`config.mk`:
```
export PLATFORM = sky130hd
export DESIGN_NAME = mrx_rx
export DESIGN_NICKNAME = d
export VERILOG_FILES = /design/src/rtl/mrx_pkg.sv /design/src/rtl/mrx_sync.sv /design/src/rtl/mrx_interval.sv /design/src/rtl/mrx_classify.sv /design/src/rtl/mrx_rx.sv
export SDC_FILE = /design/constraint.sdc
export NUM_CORES = 1
export LEC_CHECK = 0
export ABC_AREA = 1
export ABC_CLOCK_PERIOD_IN_PS = 4500
export BUFFER_PORTS_ARGS = -buffer_cell sky130_fd_sc_hd__buf_2
export CORE_MARGIN = 2
export CORE_UTILIZATION = 55
export CTS_BUF_LIST = sky130_fd_sc_hd__clkbuf_4
export DETAILED_ROUTE_END_ITERATION = 10
export HOLD_SLACK_MARGIN = 0.02
export PLACE_DENSITY_LB_ADDON = 0.3
export SYNTH_ARGS = -nofsm -noshare
export SYNTH_HDL_FRONTEND = slang
export SYNTH_SLANG_ARGS = --single-unit
```
`constraint.sdc`:
```
create_clock -name clk_i -period 4.5 [get_ports clk_i]
set_clock_uncertainty 0.05 [all_clocks]
set_input_delay 0.675 -clock clk_i [delete_from_list [all_inputs] [get_ports clk_i]]
set_output_delay 0.675 -clock clk_i [all_outputs]
set_load 0.005 [all_outputs]
```
`src/rtl/mrx_pkg.sv`:
```
package mrx_pkg;

    typedef enum logic [1:0] {
        ST_IDLE = 2'd0,
        ST_RUN  = 2'd1,
        ST_HUNT = 2'd2
    } rx_state_e;

    typedef enum logic [1:0] {
        SPAN_NONE = 2'd0,
        SPAN_ONE  = 2'd1,
        SPAN_HALF = 2'd2,
        SPAN_TWO  = 2'd3
    } span_e;

    typedef struct packed {
        rx_state_e  st;
        logic [1:0] last2;     // [0] newest decoded bit, [1] the one before
        logic       pend;      // second bit of a pair still to be sent
        logic       pend_bit;
        logic       bit_d;
        logic       bit_v;
        logic       start;
        logic       fin;
        logic       err;
    } rx_reg_t;

endpackage

```
`src/rtl/mrx_sync.sv`:
```
module mrx_sync #(
    parameter int STAGES = 2
) (
    input  logic clk_i,
    input  logic rst_ni,
    input  logic line_i,
    output logic rise_o
);

    typedef struct packed {
        logic [STAGES:0] sh;
    } sync_t;

    sync_t sync_d, sync_q;

    always_comb begin
        sync_d.sh = {sync_q.sh[STAGES-1:0], line_i};
    end

    always_ff @(posedge clk_i or negedge rst_ni) begin
        if (!rst_ni) sync_q <= '0;
        else         sync_q <= sync_d;
    end

    // last synchronized stage high, extra history stage still low
    assign rise_o = sync_q.sh[STAGES-1] & ~sync_q.sh[STAGES];

endmodule

```
`src/rtl/mrx_interval.sv`:
```
module mrx_interval #(
    parameter int CNT_W = 8
) (
    input  logic             clk_i,
    input  logic             rst_ni,
    input  logic             restart_i,
    output logic [CNT_W-1:0] cnt_o
);

    localparam logic [CNT_W-1:0] CNT_MAX = {CNT_W{1'b1}};
    localparam logic [CNT_W-1:0] CNT_ONE = {{(CNT_W-1){1'b0}}, 1'b1};

    typedef struct packed {
        logic [CNT_W-1:0] cnt;
    } ivl_t;

    ivl_t ivl_d, ivl_q;

    always_comb begin
        ivl_d = ivl_q;
        if (restart_i)                ivl_d.cnt = CNT_ONE;
        else if (ivl_q.cnt != CNT_MAX) ivl_d.cnt = ivl_q.cnt + CNT_ONE;
    end

    always_ff @(posedge clk_i or negedge rst_ni) begin
        if (!rst_ni) ivl_q <= '0;
        else         ivl_q <= ivl_d;
    end

    assign cnt_o = ivl_q.cnt;

endmodule

```
`src/rtl/mrx_classify.sv`:
```
module mrx_classify
    import mrx_pkg::*;
#(
    parameter int CNT_W = 8
) (
    input  logic [CNT_W-1:0] cnt_i,
    input  logic [CNT_W-1:0] slot_i,
    input  logic [CNT_W-1:0] tol_i,
    output span_e            span_o,
    output logic             quiet_o
);

    localparam int WW = CNT_W + 2;

    logic [WW-1:0] cnt_w, tol_w, one_w, half_w, two_w, lim_w;

    function automatic logic near(input logic [WW-1:0] a,
                                  input logic [WW-1:0] b,
                                  input logic [WW-1:0] t);
        logic [WW-1:0] diff;
        diff = (a >= b) ? (a - b) : (b - a);
        return diff <= t;
    endfunction

    always_comb begin
        cnt_w  = {2'b00, cnt_i};
        tol_w  = {2'b00, tol_i};
        one_w  = {2'b00, slot_i};
        half_w = one_w + {3'b000, slot_i[CNT_W-1:1]};
        two_w  = {1'b0, slot_i, 1'b0};
        lim_w  = two_w + {3'b000, slot_i[CNT_W-1:1]};

        if (near(cnt_w, one_w, tol_w))       span_o = SPAN_ONE;
        else if (near(cnt_w, half_w, tol_w)) span_o = SPAN_HALF;
        else if (near(cnt_w, two_w, tol_w))  span_o = SPAN_TWO;
        else                                 span_o = SPAN_NONE;

        quiet_o = cnt_w > lim_w;
    end

endmodule

```
`src/rtl/mrx_rx.sv`:
```
module mrx_rx
    import mrx_pkg::*;
#(
    parameter int CNT_W       = 8,
    parameter int SYNC_STAGES = 2
) (
    input  logic             clk_i,
    input  logic             rst_ni,
    input  logic             line_i,
    input  logic [CNT_W-1:0] slot_len_i,
    input  logic [CNT_W-1:0] slot_tol_i,
    output logic             bit_o,
    output logic             bit_valid_o,
    output logic             msg_start_o,
    output logic             msg_end_o,
    output logic             err_o
);

    logic             rise;
    logic [CNT_W-1:0] span_cnt;
    span_e            span;
    logic             quiet;

    rx_reg_t state_d, state_q;

    mrx_sync #(.STAGES(SYNC_STAGES)) i_sync (
        .clk_i  (clk_i),
        .rst_ni (rst_ni),
        .line_i (line_i),
        .rise_o (rise)
    );

    mrx_interval #(.CNT_W(CNT_W)) i_interval (
        .clk_i     (clk_i),
        .rst_ni    (rst_ni),
        .restart_i (rise),
        .cnt_o     (span_cnt)
    );

    mrx_classify #(.CNT_W(CNT_W)) i_classify (
        .cnt_i   (span_cnt),
        .slot_i  (slot_len_i),
        .tol_i   (slot_tol_i),
        .span_o  (span),
        .quiet_o (quiet)
    );

    always_comb begin
        state_d       = state_q;
        state_d.bit_v = 1'b0;
        state_d.bit_d = 1'b0;
        state_d.start = 1'b0;
        state_d.fin   = 1'b0;
        state_d.err   = 1'b0;
        state_d.pend  = 1'b0;

        // second half of a two-bit group
        if (state_q.pend) begin
            state_d.bit_v = 1'b1;
            state_d.bit_d = state_q.pend_bit;
            state_d.last2 = {state_q.last2[0], state_q.pend_bit};
        end

        unique case (state_q.st)
            ST_IDLE: begin
                if (rise) begin
                    state_d.start = 1'b1;
                    state_d.bit_v = 1'b1;
                    state_d.bit_d = 1'b1;
                    state_d.last2 = 2'b01;
                    state_d.st    = ST_RUN;
                end
            end
            ST_RUN: begin
                if (rise) begin
                    if (state_q.last2[0]) begin
                        unique case (span)
                            SPAN_ONE: begin
                                state_d.bit_v = 1'b1;
                                state_d.bit_d = 1'b1;
                                state_d.last2 = {state_q.last2[0], 1'b1};
                            end
                            SPAN_HALF, SPAN_TWO: begin
                                state_d.bit_v    = 1'b1;
                                state_d.bit_d    = 1'b0;
                                state_d.last2    = {state_q.last2[0], 1'b0};
                                state_d.pend     = 1'b1;
                                state_d.pend_bit = (span == SPAN_TWO);
                            end
                            default: begin
                                state_d.err = 1'b1;
                                state_d.st  = ST_HUNT;
                            end
                        endcase
                    end else begin
                        unique case (span)
                            SPAN_ONE: begin
                                state_d.bit_v = 1'b1;
                                state_d.bit_d = 1'b0;
                                state_d.last2 = {state_q.last2[0], 1'b0};
                            end
                            SPAN_HALF: begin
                                state_d.bit_v = 1'b1;
                                state_d.bit_d = 1'b1;
                                state_d.last2 = {state_q.last2[0], 1'b1};
                            end
                            default: begin
                                state_d.err = 1'b1;
                                state_d.st  = ST_HUNT;
                            end
                        endcase
                    end
                end else if (quiet) begin
                    state_d.fin = 1'b1;
                    state_d.err = (state_q.last2 != 2'b00);
                    state_d.st  = ST_IDLE;
                end
            end
            ST_HUNT: begin
                if (!rise && quiet) state_d.st = ST_IDLE;
            end
            default: state_d.st = ST_IDLE;
        endcase
    end

    always_ff @(posedge clk_i or negedge rst_ni) begin
        if (!rst_ni) begin
            state_q    <= '0;
            state_q.st <= ST_IDLE;
        end else begin
            state_q <= state_d;
        end
    end

    assign bit_o       = state_q.bit_d;
    assign bit_valid_o = state_q.bit_v;
    assign msg_start_o = state_q.start;
    assign msg_end_o   = state_q.fin;
    assign err_o       = state_q.err;

endmodule

```
# Word-level counts from Yosys, hierarchy flattened
# Index checks and enable logic that the tools add are counted.
# totals
mem_count	0
wordCells	88
latchBits	0
mem_bits_rw	0
romBits	0
output_inout_bits	5
regBits	22
# op_classes
n_shift	0
n_lt_le_gt_ge	7
bitwise	2
n_div	0
n_eq_ne	11
addsub	9
mul	0
n_reduce_logical	10
mux	38
# ops
cell	n
two-way mux 2 bit	16
<= comparator 10 x 8 -> 1 bit	3
two-way mux 10 bit	3
one-hot mux 2 bit (2 select lines)	6
subtractor 8 x 8 -> 9 bit	2
two-way mux 8 bit	2
adder 9 x 7 -> 10 bit	1
greater-or-equal comparator 8 x 10 -> 1 bit	1
greater-than comparator 8 x 10 -> 1 bit	1
subtractor 10 x 8 -> 10 bit	1
subtractor 8 x 10 -> 10 bit	1
subtractor 8 x 9 -> 10 bit	1
subtractor 9 x 8 -> 10 bit	1
adder 8 x 7 -> 9 bit	1
greater-or-equal comparator 8 x 9 -> 1 bit	1
adder 8 x 1 -> 8 bit (second input constant)	1
greater-or-equal comparator 8 bit	1
two-way mux 4 bit	2
inequality test 4 bit (second input constant)	2
inequality test 8 bit (second input constant)	1
equality test 2 bit (second input constant)	3
two-way mux 1 bit	6
two-way mux 6 bit	1
one-hot mux 2 bit (3 select lines)	1
14 further kinds	18

# Logic depth before layout (Yosys ltp)
# depth
depth_word	12
ltp_mapped	43
mapped_depth_nobuf	42

# Hierarchy
# A second synthesis with hierarchy kept.
# hier_totals
hier_cells	762
hier_area_um2	5054.8
# modules_own_cells
mod	cells_per_inst	seq_area_each_um2	area_per_inst_um2	instances
mrx_classify	613	0.0	3804.9	1
mrx_rx	83	275.3	683.2	1
mrx_interval	61	200.2	481.7	1
mrx_sync	5	75.1	85.1	1

# Worst setup path before layout
# Ideal clock, no wire load.
# synth_timing
path_type	input-to-reg
start	in slot_len_i[2]
end	reg state_q[9] in the netlist's numbering
arrival_ps	5246
setup_ps	129
stages	38
path_slack_ps	-925
path_buffers	1
path_cell_list	ha_1 nand3_1 nand2_1 a21oi_1 o21bai_1 a21oi_1 o21ai_0 xor2_1 inv_1 ha_1 a21o_1 a21oi_1 nand2_4 nand2_2 buf_6 nand2_1 o21ai_1 nor2_1 (+2 left out) inv_1 ha_1 nand2_1 inv_1 nand3_1 o21ai_0 nand2_1 inv_1 nand3_1 a21oi_1 ha_1 nand2_1 inv_1 nand2_1 o311a_1 o21ai_0 nand2_1 o21ai_0
# synth_between
elab_chain_len	10
word_cells_on_any_way	32
classes_between	8 x add/sub; 7 x order compare; 7 x eq/ne; 6 x mux; 4 x reduce/logical
# synth_lines
item	line_no	source
from (decl)	mrx_rx.sv:10	input logic [CNT_W-1:0] slot_len_i,
adder 8 x 7 -> 9 bit (tied with other cells)	mrx_classify.sv:29	half_w = one_w + {3'b000, slot_i[CNT_W-1:1]};
subtractor 10 x 8 -> 10 bit (tied with other cells)	mrx_classify.sv:21	diff = (a >= b) ? (a - b) : (b - a);
two-way mux 10 bit / <= comparator 10 x 8 -> 1 bit (equally long branches)	mrx_classify.sv:21, mrx_classify.sv:22	
<= comparator 10 x 8 -> 1 bit / two-way mux 2 bit (equally long branches)	mrx_classify.sv:22, mrx_classify.sv:35	
two-way mux 2 bit	mrx_classify.sv:34	else if (near(cnt_w, half_w, tol_w)) span_o = SPAN_HALF;
two-way mux 2 bit	mrx_classify.sv:33	if (near(cnt_w, one_w, tol_w)) span_o = SPAN_ONE;
equality test 2 bit (tied with other cells)	mrx_rx.sv:77	unique case (span)
OR reduction 3 bit (no line) / OR reduction 2 bit (equally long branches)	-	
inequality test 4 bit (no line)	-	
AND reduction 5 bit (no line) (*)	-	
to (signal assigned)	mrx_rx.sv:131	state_q <= state_d;
to (decl)	mrx_rx.sv:24	rx_reg_t state_d, state_q;
# Every way passes the cells marked *; elsewhere a longest branch is shown, timed or not.
# A chain may end at the register's enable or synchronous reset.

# Worst setup path in the final report
# layout_timing
start	in slot_len_i[0]
end	reg state_q[9] in the netlist's numbering
# The elaborated chain is that of the path after synthesis.

==> flow_summary.yaml <==
layout:
  fillers: 660
  fin_util_pct: 75.6
  nets: 972
  areaGrowthSynthToFinish_pct: 33.6
  layout-drive-gt1-share_pct: 26.5
  antenna_cells: 0
setup_path:
  path_class: "input pin to flop"
  crit_required_ps: 4660
  endpoint_kind: "flop"
  critPathSlowestCell: "fa_2"
  worst_path_most_repeated_cell: "nand2_2"
  arrival_ps: 5390
  crit_path_max_fanout: 5
  slowest_delay_ps: 360
  startpoint_type: "input pin"
  ff2ff_path_depth: 29
detailed_routing:
  drtPass1Iterations: 5
  wl_per_cell_um: 15.0
  vias: 5160
  drt-vias-per-instance: 5.43
  wirelength_um: 14200
  drc_errors: 0
  drtIter0Drc: 214
  postRouteAntennaNets: 0
sta:
  finalCritPeriodShare_pct: 116
  setup_slack_ps: -735
  hold_viol_final: 0
  setup_viol: 9
  worstMarginPinSlew_ps: 598
  period_needed_ps: 5240
  finalMaxSlewViolations: 0
  max_freq_mhz: 191
  fin_tns_setup_ps: -5670
  slew_headroom_pct: 60.0
  whs_ps: 250
  rsz0062_at_grt: "yes"
global_route:
  track_usage_pct: 32.1
  grt-ovfl-total: 0
  grt_pass1_wl_um: 23000
  antenna_found_initial: 0
  grt_max_degree: 23
  grt_pass1_vias: 5045
synthesis:
  synth_top_area_share_pct: 26.5
  syn-instance-count: 691
  synth.avg_cell_area_sq_um: 6.69
  synth_area_leaders: "ha_1 (27%), nand2_1 (13%), dfrtp_1 (12%), inv_1 (10%), a21oi_1 (6.1%)"
  synth_nets: 816
  synth_ff_type: "dfrtp_1"
  synth_top_area_cell: "ha_1"
  synth_most_common_cell: "nand2_1"
  ys_seq_area_share_pct: 11.9
  synth_common_cells: "nand2_1 (157), inv_1 (124), ha_1 (98)"
  synth_cell_type_count: 42
  ys_async_sr_fraction_pct: 100
  synth-edff-count: 0
  yosys_warnings: 0
  ys_ff_latch: 22
  syn_area_sq_um: 4620
die:
  die_w_um: 95.7
  initial_utilization_pct: 56.6
  ioPinCount: 24
  die_height_um: 95.7
  row_count: 33
  dieArea_sq_um: 9160
  fp.coreArea_sq_um: 8180
clocking:
  cts.sinks: 22
  holdBufCountCts: 0
  cts_buffers: 3
  clkLatencyLatePin_ps: 310
  h-tree-depth: 1
  clock_path_buffers: 2
  cts-root-buf: "clkbuf_4"
  path_clk_slew_ps: 120
  cts_tree: "done"
power_and_ir_drop:
  peakVddDrop_mv: 0.410
  power_mw: 2.51
  p_leak_nw: 3.54
  p_per_area_nw_per_um2: 406
outcome:
  violations: "negative setup slack"
  status: "finished with violations"
hold_path:
  hp-class: "input pin to async pin"
place:
  place_ws_ps: -1110
  hpwl_um: 11700
  routabilityCongestion: 1.09
  portBuffers: 23
job:
  max_cap_viol_count: 0
worst max-delay path: cells and delay by family:
kind / cells / cell delay (ps)
xor gates and xnor gates: 2 / 390
buffers and inverters: 7 / 700
and+or+nand+nor: 17 / 1440
AOI/OAI and AO/OA: 7 / 790
adders and majority gates: 5 / 1430
placed cells by master, fill, tap and decap left out, types with 4 or more instances in the layout:
cell type    n
a21oi_1     50
nand3_1     31
a21oi_2      6
nand3_2      4
buf_4      130
buf_2       20
o21ai_1     17
a21o_1       4
dfrtp_1     22
ha_4         7
nand2_1    149
nand2_4      5
inv_2       11
a211oi_1     6
fa_1         7
buf_6        5
nand2_2     10
xor2_1      20
nor2_1      31
inv_1      119
xnor2_1      9
o21ai_2      4
o21bai_1     9
nor2_2       6
ha_1        88
nand4_1      9
o21ai_0     25
nor3_1       6
state kept, by name, indices dropped and copies added, names as in the netlist:
register	flops
i_interval.cnt_o	8
msg_start_o	1
state_q	6
bit_valid_o	1
i_sync.sync_q	3
msg_end_o	1
err_o	1
bit_o	1
per-stage QoR:
step | area [sq um] | instances
2_1_floorplan | 4710 | 691
3_3_place_gp | 5850 | 937
3_5_place_dp | 5850 | 937
4_1_cts | 6090 | 951
5_1_grt | 6180 | 951
6_report | 6180 | 951
final cells by class:
cell class	count	area (sq um)	share of cell area [%]
clock buffers	3	22.5	0.365
clock inverters	1	30.0	0.486
inverters	130	488	7.90
multi-input cells	534	3810	61.6
flip-flops and latches	22	551	8.91
well taps	105	131	2.13
repair buffers	156	1150	18.6
power breakdown:
part / internal, mW / total (mW) / switching (mW)
clock: 0.0901 / 0.151 / 0.0607
sequential: 0.239 / 0.293 / 0.0546
combinational: 0.929 / 2.06 / 1.14
total: 1.26 / 2.51 / 1.25
logic make-up after synthesis:
family / count (synthesis) / synth area share, %
adders and majority gates: 106 / 30.0
buffers and inverters: 136 / 11.3
DFF: 22 / 11.9
and+or+nand+nor: 256 / 23.4
xor gates and xnor gates: 31 / 5.87
AOI/OAI and AO/OA: 137 / 16.9
muxes: 3 / 0.649
routing by layer:
layer | global-route usage (%) | vias up | wire [um]
met4 | 7.98 | 0 | 350
met2 | 56.4 | 206 | 6710
met1 | 41.9 | 2334 | 6020
met3 | 3.68 | 38 | 1150
li1 | - | 2582 | -
met5 | 0 | - | 0
what timing repair did:
action                                  in CTS  in global routing
endpoints found under the setup margin       9                  9
resized for setup                           27                 24
gates cloned                                 1                  0
setup buffers                                9                  2
pin swaps                                   27                 36
worst paths after layout:
check,slack (ps),endpoint,start
max in group asynchronous,3830,i_interval.cnt_o[0],rst_ni
min in group clk_i,330,i_sync.sync_q[1],i_sync.sync_q[0]
hold reg to reg,330,i_sync.sync_q[1],i_sync.sync_q[0]
hold / removal,250,msg_start_o,rst_ni
setup reg to reg,-90,state_q[9],i_interval.cnt_o[2]
setup / recovery,-740,state_q[9],slot_len_i[0]
Note: power is estimated with default switching activity, not from simulation.
